## src/rtl/mtimer_pkg.sv

```systemverilog
package mtimer_pkg;

    localparam int BYTE_W = 8;
    localparam int NSRC   = 2;   // pending sources: 0 underflow, 1 capture

    typedef enum logic [2:0] {
        MODE_CNT_RISE = 3'b000,
        MODE_CNT_FALL = 3'b001,
        MODE_BAD_A    = 3'b010,
        MODE_BAD_B    = 3'b011,
        MODE_TIMER    = 3'b100,
        MODE_TOGGLE   = 3'b101,
        MODE_CAP_RISE = 3'b110,
        MODE_CAP_FALL = 3'b111
    } mode_e;

    typedef struct packed {
        logic  ie_cap;
        logic  ie_uf;
        logic  run;
        mode_e mode;
    } ctrl_t;

    function automatic logic mode_legal(mode_e m);
        return !(m == MODE_BAD_A || m == MODE_BAD_B);
    endfunction

    function automatic logic mode_capture(mode_e m);
        return (m == MODE_CAP_RISE || m == MODE_CAP_FALL);
    endfunction

    function automatic logic mode_external(mode_e m);
        return (m == MODE_CNT_RISE || m == MODE_CNT_FALL);
    endfunction

endpackage

```

## src/rtl/mtimer_edge.sv

```systemverilog
module mtimer_edge #(
    parameter int SYNC = 2
) (
    input  logic clk,
    input  logic rst_n,
    input  logic pin,
    output logic rise,
    output logic fall
);
    typedef struct packed {
        logic [SYNC:0] pipe;   // SYNC resync stages plus one history stage
    } edge_s;

    edge_s st_d, st_q;

    always_comb begin
        st_d      = st_q;
        st_d.pipe = {st_q.pipe[SYNC-1:0], pin};
    end

    always_ff @(posedge clk or negedge rst_n) begin
        if (!rst_n) st_q <= '0;
        else        st_q <= st_d;
    end

    assign rise = st_q.pipe[SYNC-1] & ~st_q.pipe[SYNC];
    assign fall = ~st_q.pipe[SYNC-1] & st_q.pipe[SYNC];
endmodule

```

## src/rtl/mtimer_core.sv

```systemverilog
module mtimer_core
    import mtimer_pkg::*;
#(
    parameter int WIDTH = 16
) (
    input  logic                      clk,
    input  logic                      rst_n,
    input  logic                      tick,
    input  logic                      rise,
    input  logic                      fall,
    input  ctrl_t                     ctrl,
    input  logic [WIDTH/BYTE_W-1:0]   cnt_we,
    input  logic [WIDTH/BYTE_W-1:0]   rld_we,
    input  logic [BYTE_W-1:0]         wdata,
    output logic [WIDTH-1:0]          cnt,
    output logic [WIDTH-1:0]          rld,
    output logic                      uf_evt,
    output logic                      cap_evt
);
    localparam int NB = WIDTH / BYTE_W;

    typedef struct packed {
        logic [WIDTH-1:0] cnt;
        logic [WIDTH-1:0] rld;
    } core_s;

    core_s st_d, st_q;
    logic  uf_c, cap_c, step_c, edge_c;

    always_comb begin
        st_d   = st_q;
        uf_c   = 1'b0;
        cap_c  = 1'b0;
        step_c = 1'b0;
        edge_c = (ctrl.mode == MODE_CNT_RISE || ctrl.mode == MODE_CAP_RISE) ? rise : fall;

        if (ctrl.run && mode_legal(ctrl.mode)) begin
            if (mode_capture(ctrl.mode)) begin
                if (edge_c) begin
                    st_d.rld = st_q.cnt;
                    cap_c    = 1'b1;
                end
                if (tick) st_d.cnt = st_q.cnt - 1'b1;
            end else begin
                step_c = mode_external(ctrl.mode) ? edge_c : tick;
                if (step_c) begin
                    if (st_q.cnt == '0) begin
                        st_d.cnt = st_q.rld;
                        uf_c     = 1'b1;
                    end else begin
                        st_d.cnt = st_q.cnt - 1'b1;
                    end
                end
            end
        end

        // software byte writes take priority over hardware updates
        for (int i = 0; i < NB; i++) begin
            if (cnt_we[i]) st_d.cnt[i*BYTE_W +: BYTE_W] = wdata;
            if (rld_we[i]) st_d.rld[i*BYTE_W +: BYTE_W] = wdata;
        end
    end

    always_ff @(posedge clk or negedge rst_n) begin
        if (!rst_n) st_q <= '0;
        else        st_q <= st_d;
    end

    assign cnt     = st_q.cnt;
    assign rld     = st_q.rld;
    assign uf_evt  = uf_c;
    assign cap_evt = cap_c;
endmodule

```

## src/rtl/mtimer_tio.sv

```systemverilog
module mtimer_tio
    import mtimer_pkg::*;
(
    input  logic  clk,
    input  logic  rst_n,
    input  mode_e mode,
    input  logic  uf_evt,
    output logic  tio_out,
    output logic  tio_oe
);
    typedef struct packed {
        logic level;
    } tio_s;

    tio_s st_d, st_q;

    always_comb begin
        st_d = st_q;
        if (uf_evt && mode == MODE_TOGGLE) st_d.level = ~st_q.level;
    end

    always_ff @(posedge clk or negedge rst_n) begin
        if (!rst_n) st_q <= '0;
        else        st_q <= st_d;
    end

    assign tio_out = st_q.level;
    assign tio_oe  = (mode == MODE_TOGGLE);
endmodule

```

## src/rtl/mtimer_irq.sv

```systemverilog
module mtimer_irq #(
    parameter int N = 2
) (
    input  logic         clk,
    input  logic         rst_n,
    input  logic [N-1:0] set,
    input  logic [N-1:0] clr,
    input  logic [N-1:0] en,
    output logic [N-1:0] pend,
    output logic         irq
);
    typedef struct packed {
        logic [N-1:0] pend;
    } irq_s;

    irq_s st_d, st_q;

    always_comb begin
        st_d      = st_q;
        st_d.pend = (st_q.pend & ~clr) | set;   // a new event wins over a clear
    end

    always_ff @(posedge clk or negedge rst_n) begin
        if (!rst_n) st_q <= '0;
        else        st_q <= st_d;
    end

    assign pend = st_q.pend;
    assign irq  = |(st_q.pend & en);
endmodule

```

## src/rtl/mtimer.sv

```systemverilog
module mtimer
    import mtimer_pkg::*;
#(
    parameter int WIDTH  = 16,
    parameter int ADDR_W = 3
) (
    input  logic              clk,
    input  logic              rst_n,
    input  logic              tick,
    input  logic              wr_en,
    input  logic [ADDR_W-1:0] wr_addr,
    input  logic [7:0]        wr_data,
    input  logic [ADDR_W-1:0] rd_addr,
    output logic [7:0]        rd_data,
    input  logic              tio_in,
    output logic              tio_out,
    output logic              tio_oe,
    output logic              irq
);
    localparam int NB = WIDTH / BYTE_W;
    localparam logic [ADDR_W-1:0] CTRL_ADDR = ADDR_W'(2 * NB);
    localparam logic [ADDR_W-1:0] FLAG_ADDR = ADDR_W'(2 * NB + 1);

    typedef struct packed {
        ctrl_t ctrl;
    } top_s;

    top_s st_d, st_q;

    logic [NB-1:0]    cnt_we, rld_we;
    logic [NSRC-1:0]  clr, pend, set_v, en_v;
    logic [WIDTH-1:0] cnt_val, rld_val;
    logic             rise, fall, uf_evt, cap_evt;
    logic [2:0]       mode;
    logic             run;

    always_comb begin
        st_d = st_q;
        if (wr_en && wr_addr == CTRL_ADDR) st_d.ctrl = ctrl_t'(wr_data[5:0]);
    end

    always_ff @(posedge clk or negedge rst_n) begin
        if (!rst_n) st_q <= '0;
        else        st_q <= st_d;
    end

    always_comb begin
        for (int i = 0; i < NB; i++) begin
            cnt_we[i] = wr_en && (wr_addr == ADDR_W'(i));
            rld_we[i] = wr_en && (wr_addr == ADDR_W'(NB + i));
        end
        clr = (wr_en && wr_addr == FLAG_ADDR) ? wr_data[NSRC-1:0] : '0;
    end

    always_comb begin
        rd_data = '0;
        for (int i = 0; i < NB; i++) begin
            if (rd_addr == ADDR_W'(i))      rd_data = cnt_val[i*BYTE_W +: BYTE_W];
            if (rd_addr == ADDR_W'(NB + i)) rd_data = rld_val[i*BYTE_W +: BYTE_W];
        end
        if (rd_addr == CTRL_ADDR) rd_data = {2'b00, st_q.ctrl};
        if (rd_addr == FLAG_ADDR) rd_data = {{(8 - NSRC){1'b0}}, pend};
    end

    assign mode  = st_q.ctrl.mode;
    assign run   = st_q.ctrl.run;
    assign set_v = {cap_evt, uf_evt};
    assign en_v  = {st_q.ctrl.ie_cap, st_q.ctrl.ie_uf};

    mtimer_edge #(.SYNC(2)) u_edge (
        .clk(clk), .rst_n(rst_n), .pin(tio_in), .rise(rise), .fall(fall)
    );

    mtimer_core #(.WIDTH(WIDTH)) u_core (
        .clk(clk), .rst_n(rst_n), .tick(tick), .rise(rise), .fall(fall),
        .ctrl(st_q.ctrl), .cnt_we(cnt_we), .rld_we(rld_we), .wdata(wr_data),
        .cnt(cnt_val), .rld(rld_val), .uf_evt(uf_evt), .cap_evt(cap_evt)
    );

    mtimer_tio u_tio (
        .clk(clk), .rst_n(rst_n), .mode(st_q.ctrl.mode), .uf_evt(uf_evt),
        .tio_out(tio_out), .tio_oe(tio_oe)
    );

    mtimer_irq #(.N(NSRC)) u_irq (
        .clk(clk), .rst_n(rst_n), .set(set_v), .clr(clr), .en(en_v),
        .pend(pend), .irq(irq)
    );
endmodule

```

## config.mk

```make
export PLATFORM = sky130hd
export DESIGN_NAME = mtimer
export DESIGN_NICKNAME = d
export VERILOG_FILES = /design/src/rtl/mtimer_pkg.sv /design/src/rtl/mtimer_edge.sv /design/src/rtl/mtimer_core.sv /design/src/rtl/mtimer_tio.sv /design/src/rtl/mtimer_irq.sv /design/src/rtl/mtimer.sv
export SDC_FILE = /design/constraint.sdc
export NUM_CORES = 1
export LEC_CHECK = 0
export BUFFER_PORTS_ARGS = -buffer_cell sky130_fd_sc_hd__buf_4
export CAP_MARGIN = 25
export CORE_ASPECT_RATIO = 0.9
export CORE_MARGIN = 2
export CORE_UTILIZATION = 48
export DETAILED_ROUTE_END_ITERATION = 8
export PLACE_DENSITY_LB_ADDON = 0.25
export SETUP_SLACK_MARGIN = 0.05
export SYNTH_ARGS = -nofsm -noshare
export SYNTH_HDL_FRONTEND = slang
export SYNTH_SLANG_ARGS = --single-unit
```

## constraint.sdc

```tcl
create_clock -name clk -period 1.9 [get_ports clk]
set_clock_uncertainty 0.05 [all_clocks]
set_input_delay 0.19 -clock clk [delete_from_list [all_inputs] [get_ports clk]]
set_output_delay 0.19 -clock clk [all_outputs]
set_load 0.02 [all_outputs]
```

# Word-level counts from Yosys, hierarchy flattened
# Cells that the tools add are included.
# W data, S select, Z words.
word_totals:
  wordCells: 98
  ff_bits: 44
  output_inout_bits: 11
  in_bits: 19
classes:
  n_reduce_logical: 32
  add_sub_neg: 1
  bitwise: 9
  eq_ne: 18
  n_mux: 27
ops:
  columns: ["operator", "n"]
  rows:
  - ["$mux W16", 6]
  - ["$mux W8", 10]
  - ["$mux W32", 1]
  - ["$eq A3 B3 Y1 const B", 7]
  - ["$eq A3 B2 Y1 const B", 6]
  - ["$logic_not A16 Y1", 1]
  - ["$reduce_bool A2 Y1", 8]
  - ["$sub A16 B1 Y16 const B", 1]
  - ["$reduce_and A3 Y1", 4]
  - ["$eq A3 B1 Y1 const B", 3]
  - ["$logic_not A3 Y1", 3]
  - ["$mux W1", 9]
  - ["$logic_and A1 B1 Y1", 8]
  - ["$ne A3 B3 Y1 const B", 2]
  - ["$reduce_bool A3 Y1", 2]
  - ["$and A2 B2 Y2", 2]
  - ["$logic_or A1 B1 Y1", 4]
  - ["$not A1 Y1", 3]
  - ["$and A1 B1 Y1", 2]
  - ["$mux W2", 1]
  - ["$not A2 Y2", 1]
  - ["$or A2 B2 Y2", 1]
  - ["$reduce_or A2 Y1", 1]
  - ["$logic_not A1 Y1", 1]

# Logic depth before layout (Yosys ltp)
logic_depth:
  depth_word: 8
  ltp_mapped: 7

# Hierarchy
# A second synthesis with hierarchy kept.
unflattened:
  hier_cells: 310
  area_unflattened_um2: 2891.5
by_module_without_submodules:
  columns: ["module", "seq_area_each_um2", "instances", "cells_each", "area_each_um2"]
  rows:
  - ["mtimer_core", 800.8, 1, 231, 2030.7]
  - ["mtimer", 150.1, 1, 62, 638.1]
  - ["mtimer_edge", 75.1, 1, 5, 90.1]
  - ["mtimer_irq", 50.0, 1, 7, 82.6]
  - ["mtimer_tio", 25.0, 1, 5, 50.0]

# Worst setup path before layout
# No wires, ideal clock.
synth_path:
  kind: "flip-flop to flip-flop"
  startpoint: "register u_core.st_q (netlist bit u_core.cnt[0])"
  endpoint: "register u_core.st_q (netlist bit u_core.cnt[14])"
  t_arrival_ns: 1.727
  path_stages_with_launch: 8
  n_path_buf: 0
  slack_ns: -0.002
  synth_period_minus_slack_ns: 1.902
  required_time_ns: 1.724
  setup_ns: 0.126
  path_cell_list: "dfrtp_1 -> inv_1 -> ha_1 -> nor3b_1 -> nand4_1 -> xor2_1 -> nand4_1 -> o311a_1"
synth_via:
  elab_chain_len: 6
  word_cells_on_any_way: 8
  classes_between: "add/sub: 1; mux: 6; reduce/logical: 1"
synth_rtl:
  columns: ["item", "line_no", "rtl"]
  rows:
  - ["from (decl)", "mtimer_core.sv:27", "core_s st_d, st_q;"]
  - ["from (signal assigned)", "mtimer_core.sv:66", "else st_q <= st_d;"]
  - ["$sub A16 B1 Y16 / $logic_not A16 Y1 (equally long branches)", "mtimer_core.sv:43, mtimer_core.sv:51, mtimer_core.sv:47", null]
  - ["$mux W16", "mtimer_core.sv:47", "if (st_q.cnt == '0) begin"]
  - ["$mux W16", "mtimer_core.sv:46", "if (step_c) begin"]
  - ["$mux W16 *", "mtimer_core.sv:38", "if (mode_capture(ctrl.mode)) begin"]
  - ["$mux W32 *", "mtimer_core.sv:37", "if (ctrl.run && mode_legal(ctrl.mode)) begin"]
  - ["$mux W8 *", "mtimer_core.sv:59", "if (cnt_we[i]) st_d.cnt[i*BYTE_W +: BYTE_W] = wdata;"]
# Every way passes the cells marked *; elsewhere a longest branch is shown, timed or not. The select of a mux whose other input is x is not followed.
# A chain may end at the register's enable or synchronous reset.

# Final worst setup path
layout_path:
  startpoint: "register u_core.st_q (netlist bit u_core.cnt[4])"
  endpoint: "register u_core.st_q (netlist bit u_core.cnt[13])"
# The elaborated chain is that of the path after synthesis.

==> flow_summary_export.csv <==
group,metric,value,unit
worst_hold_path,min-delay-path-class,"primary input to register",
final_layout,drive_gt1_frac,0.3820,
die,initial_utilization,0.4888,
drt,dr.first_iter.drc_count,406,
cts,htree_levels,2,
global_routing,first_pass_grt_wire_length,14.26,mm
timing,final_critical_path_setup_slack,-0.05621,ns
critical_path,critPathArrivalTime,2.10,ns
synthesis,synth-seq-area-share,0.3746,
run_status,failed_checks,"negative setup slack",
timing,timing.final.hold_violations,0,
timing,measured_slew_at_the_worst_slew_check_pin,0.5897,ns
final_layout,antennaDiodeCount,0,
synthesis,synth_simple_gate_area_frac,0.1963,
final_layout,layout.cells.most_common_list,"59 x buf_4, 43 x dfrtp_1, 28 x nand2_1, 23 x nor2_1",
global_routing,groute.usage.overall,0.2789,
synthesis,synth_xor_xnor_area_share,0.01192,
cts,clk_root_buffer_cell,"clkbuf_8",
synthesis,syn-mean-instance-area,9.542,µm²
synthesis,postSynthNetCount,329,
worst_hold_path,min_delay_worst_endpoint,"u_core.rld[7]",
critical_path,path_class,"register to register",
synthesis,synthesis.instances,308,
cts,cts_buffers,5,
timing,finalSetupViolations,5,
cts,cts-root-to-sink-buffers,2,
drt,final_antenna_net_count,0,
pwr,total_power,4.537,mW
worst_hold_path,worstHoldStart,"wr_data[7]",
critical_path,worstPathRequired,2.04,ns
pwr,peakVddDrop,0.5319,mV
global_routing,grt_start_max_net_pins,45,
critical_path,timing.reg2reg.setup_slack,-0.06,ns
timing,finalCriticalPeriod,1.956,ns
synthesis,synth_edf_count,0,
drt,route.detailed.drc,0,
final_layout,net_count_reported_at_finish,397,
synthesis,synth_compound_gate_area_share,0.2026,
die,dieWidth,86.48,µm
synthesis,post_synthesis_register_bit_count,44,
final_layout,flow.area_growth_from_synthesis,32.61,%
synthesis,synthArstFlopShare,1.000,
drt,detailroute.via_count,2917,
die,dieHeight,78.24,µm
final_layout,post-route-cell-area,3897,µm²
flow_run,maxCapViolations,0,
die,io_pins,30,
critical_path,r2r-end,"u_core.cnt[13]",
cts,cts.sinks,44,
synthesis,synth_adder_area_share,0.008514,
timing,min_hold_slack,0.07580,ns
die,core_region_area,6013,µm²
critical_path,worstReg2RegStart,"u_core.cnt[4]",
run_status,outcome,"finished with violations",
synthesis,post_synth_mux_area_share,0.1562,
timing,achievable-frequency,0.5112,GHz
placed_design,buffer_ports.inserted,29,
timing,grt_setup_unrepaired,"true",
synthesis,synthFlopType,"dfrtp_1",
drt,drt_pre_antenna_iters,5,
critical_path,critPathCaptureType,"register",
cts,tritoncts,"done",
cts,clkTransAtPathRegs,0.09,ns
synthesis,synth.cell_area,2939,µm²
critical_path,critical_path_peak_fanout,14,
global_routing,globalRouteOverflowTotal,0,
placed_design,detailedPlacementHpwl,6.237,mm
global_routing,grt_antenna_before_repair,0,
timing,relative_max_transition_margin,0.6069,
synthesis,post_synth_num_cell_types,56,
cts,clk_latency,0.31,ns
drt,drt-vias-per-instance,6.497,
critical_path,worst_reg_to_reg_path_cell_count,6,
die,row_count,27,
timing,min_period_over_period,1.030,
pwr,pwr_density_cell,1164,nW/µm²
placed_design,routabilityCongestion,0.9083,
pwr,p_leak,1.621,nW
die,die_area,6766,µm²
drt,routed_wire_length,9.540,mm
critical_path,setup.worst_path.start_class,"register",
worst_hold_path,worst_hold_path.num_cells,3,
drt,routed_wire_length_per_instance,21.25,µm
synthesis,ys.warnings.count,0,
global_routing,number_of_global_route_vias_before_repair,2655,
timing,maxSlewViolCount,0,
synthesis,largest_family_of_logic_cells_by_synthesized_area,"compound AO/OA/AOI/OAI gates",
placed_design,placedInstanceArea,3435,µm²
final_layout,mostFrequentLayoutCell,"buf_4",
## per-stage QoR
step | TNS [ns] | cells | util | worst slack [ns]
floorplan | 0 | 308 | - | 0.06555
global placement | 0 | 424 | 0.5712 | 0.01510
detailed placement | -0.007209 | 424 | 0.5712 | -0.005618
CTS | -0.03416 | 445 | 0.6209 | -0.03416
global route | -0.6199 | 449 | 0.6481 | -0.1073
finish | -0.1516 | 449 | 0.6481 | -0.05621
## critical path, cell delays in order, from the launching register on
cell and delay (ns):
dfrtp_1 0.43, nor4_4 0.38, nand4_1 0.18, buf_6 0.19, or3_4 0.37, a21oi_2 0.15
o31ai_2 0.08
## final cells by class
cell class	count	area, µm²
fillers	494	2116
clock buffers	7	96.34
flip-flops and latches	44	1102
multi-input cells	234	1819
clock inverters	1	30.03
inverters	9	33.78
repair buffers	82	725.7
well taps	72	90.09
## how the worst max path moves through the flow
stage                        from  slack [ns]  depth (start not counted)        endpoint
finish              u_core.cnt[4]       -0.06                          6  u_core.cnt[13]
global route        u_core.cnt[4]       -0.11                          6  u_core.cnt[13]
floorplan           u_core.cnt[6]        0.07                          7   u_core.cnt[9]
global placement    u_core.cnt[2]        0.02                          6   u_core.cnt[9]
CTS                 u_core.cnt[9]       -0.03                          4      rd_data[1]
detailed placement  u_core.cnt[2]      -0.006                          6  u_core.cnt[13]
## kinds of logic (layout without fill, tap and decap cells)
| logic type | Yosys count | count (layout) |
|---|---|---|
| AO/OA/AOI/OAI | 88 | 88 |
| adder cells (fa/ha/maj) | 2 | 2 |
| XOR/XNOR | 4 | 4 |
| buffers and inverters | 30 | 99 |
| multiplexers | 36 | 36 |
| AND/OR/NAND/NOR | 104 | 104 |
| flip-flops | 44 | 44 |
## Yosys cell counts, types with 5 or more instances
cell type  number  area (µm²)
a21oi_1        24       120.1
mux4_2          7       157.7
mux2_2          9       101.4
inv_1           9       33.78
dfrtp_1        44        1101
nand2_1        28       105.1
mux2i_1        20       200.2
o22ai_1         5       31.28
nor2_1         23       86.33
nand2b_1        6       37.54
o21ai_0        17       85.08
nand4_1         6       37.54
clkbuf_1       12       45.04
nand3_1        13       65.06
## layer usage
layer / part of all wire / global-route usage
met2: 0.46 / 0.4138
met5: 0 / 0
met4: 0.023 / 0.1094
met3: 0.088 / 0.04942
met1: 0.42 / 0.4041
## power breakdown
part	total [mW]	switching, mW	internal (mW)
clock	0.816	0.352	0.465
combinational	2.15	1.03	1.13
sequential	1.57	0.337	1.23
total	4.54	1.72	2.82
## state kept, by name, summed over array words and instances (netlist names)
name / cells
u_core.cnt: 16
u_core.rld: 16
mode: 3
u_edge.st_q: 3
en_v: 2
u_irq.pend: 2
run: 1
u_tio.tio_out: 1
## timing repair
item | CTS | global route
hold buffers | 2 | 0
resized for setup | 21 | 35
endpoints found under the setup margin | 15 | 24
gates cloned | 0 | 0
buffers inserted | 11 | 4
pin swaps | 1 | 12
hold endpoints to repair | 45 | 0
Power figures use the tool's default switching activity.
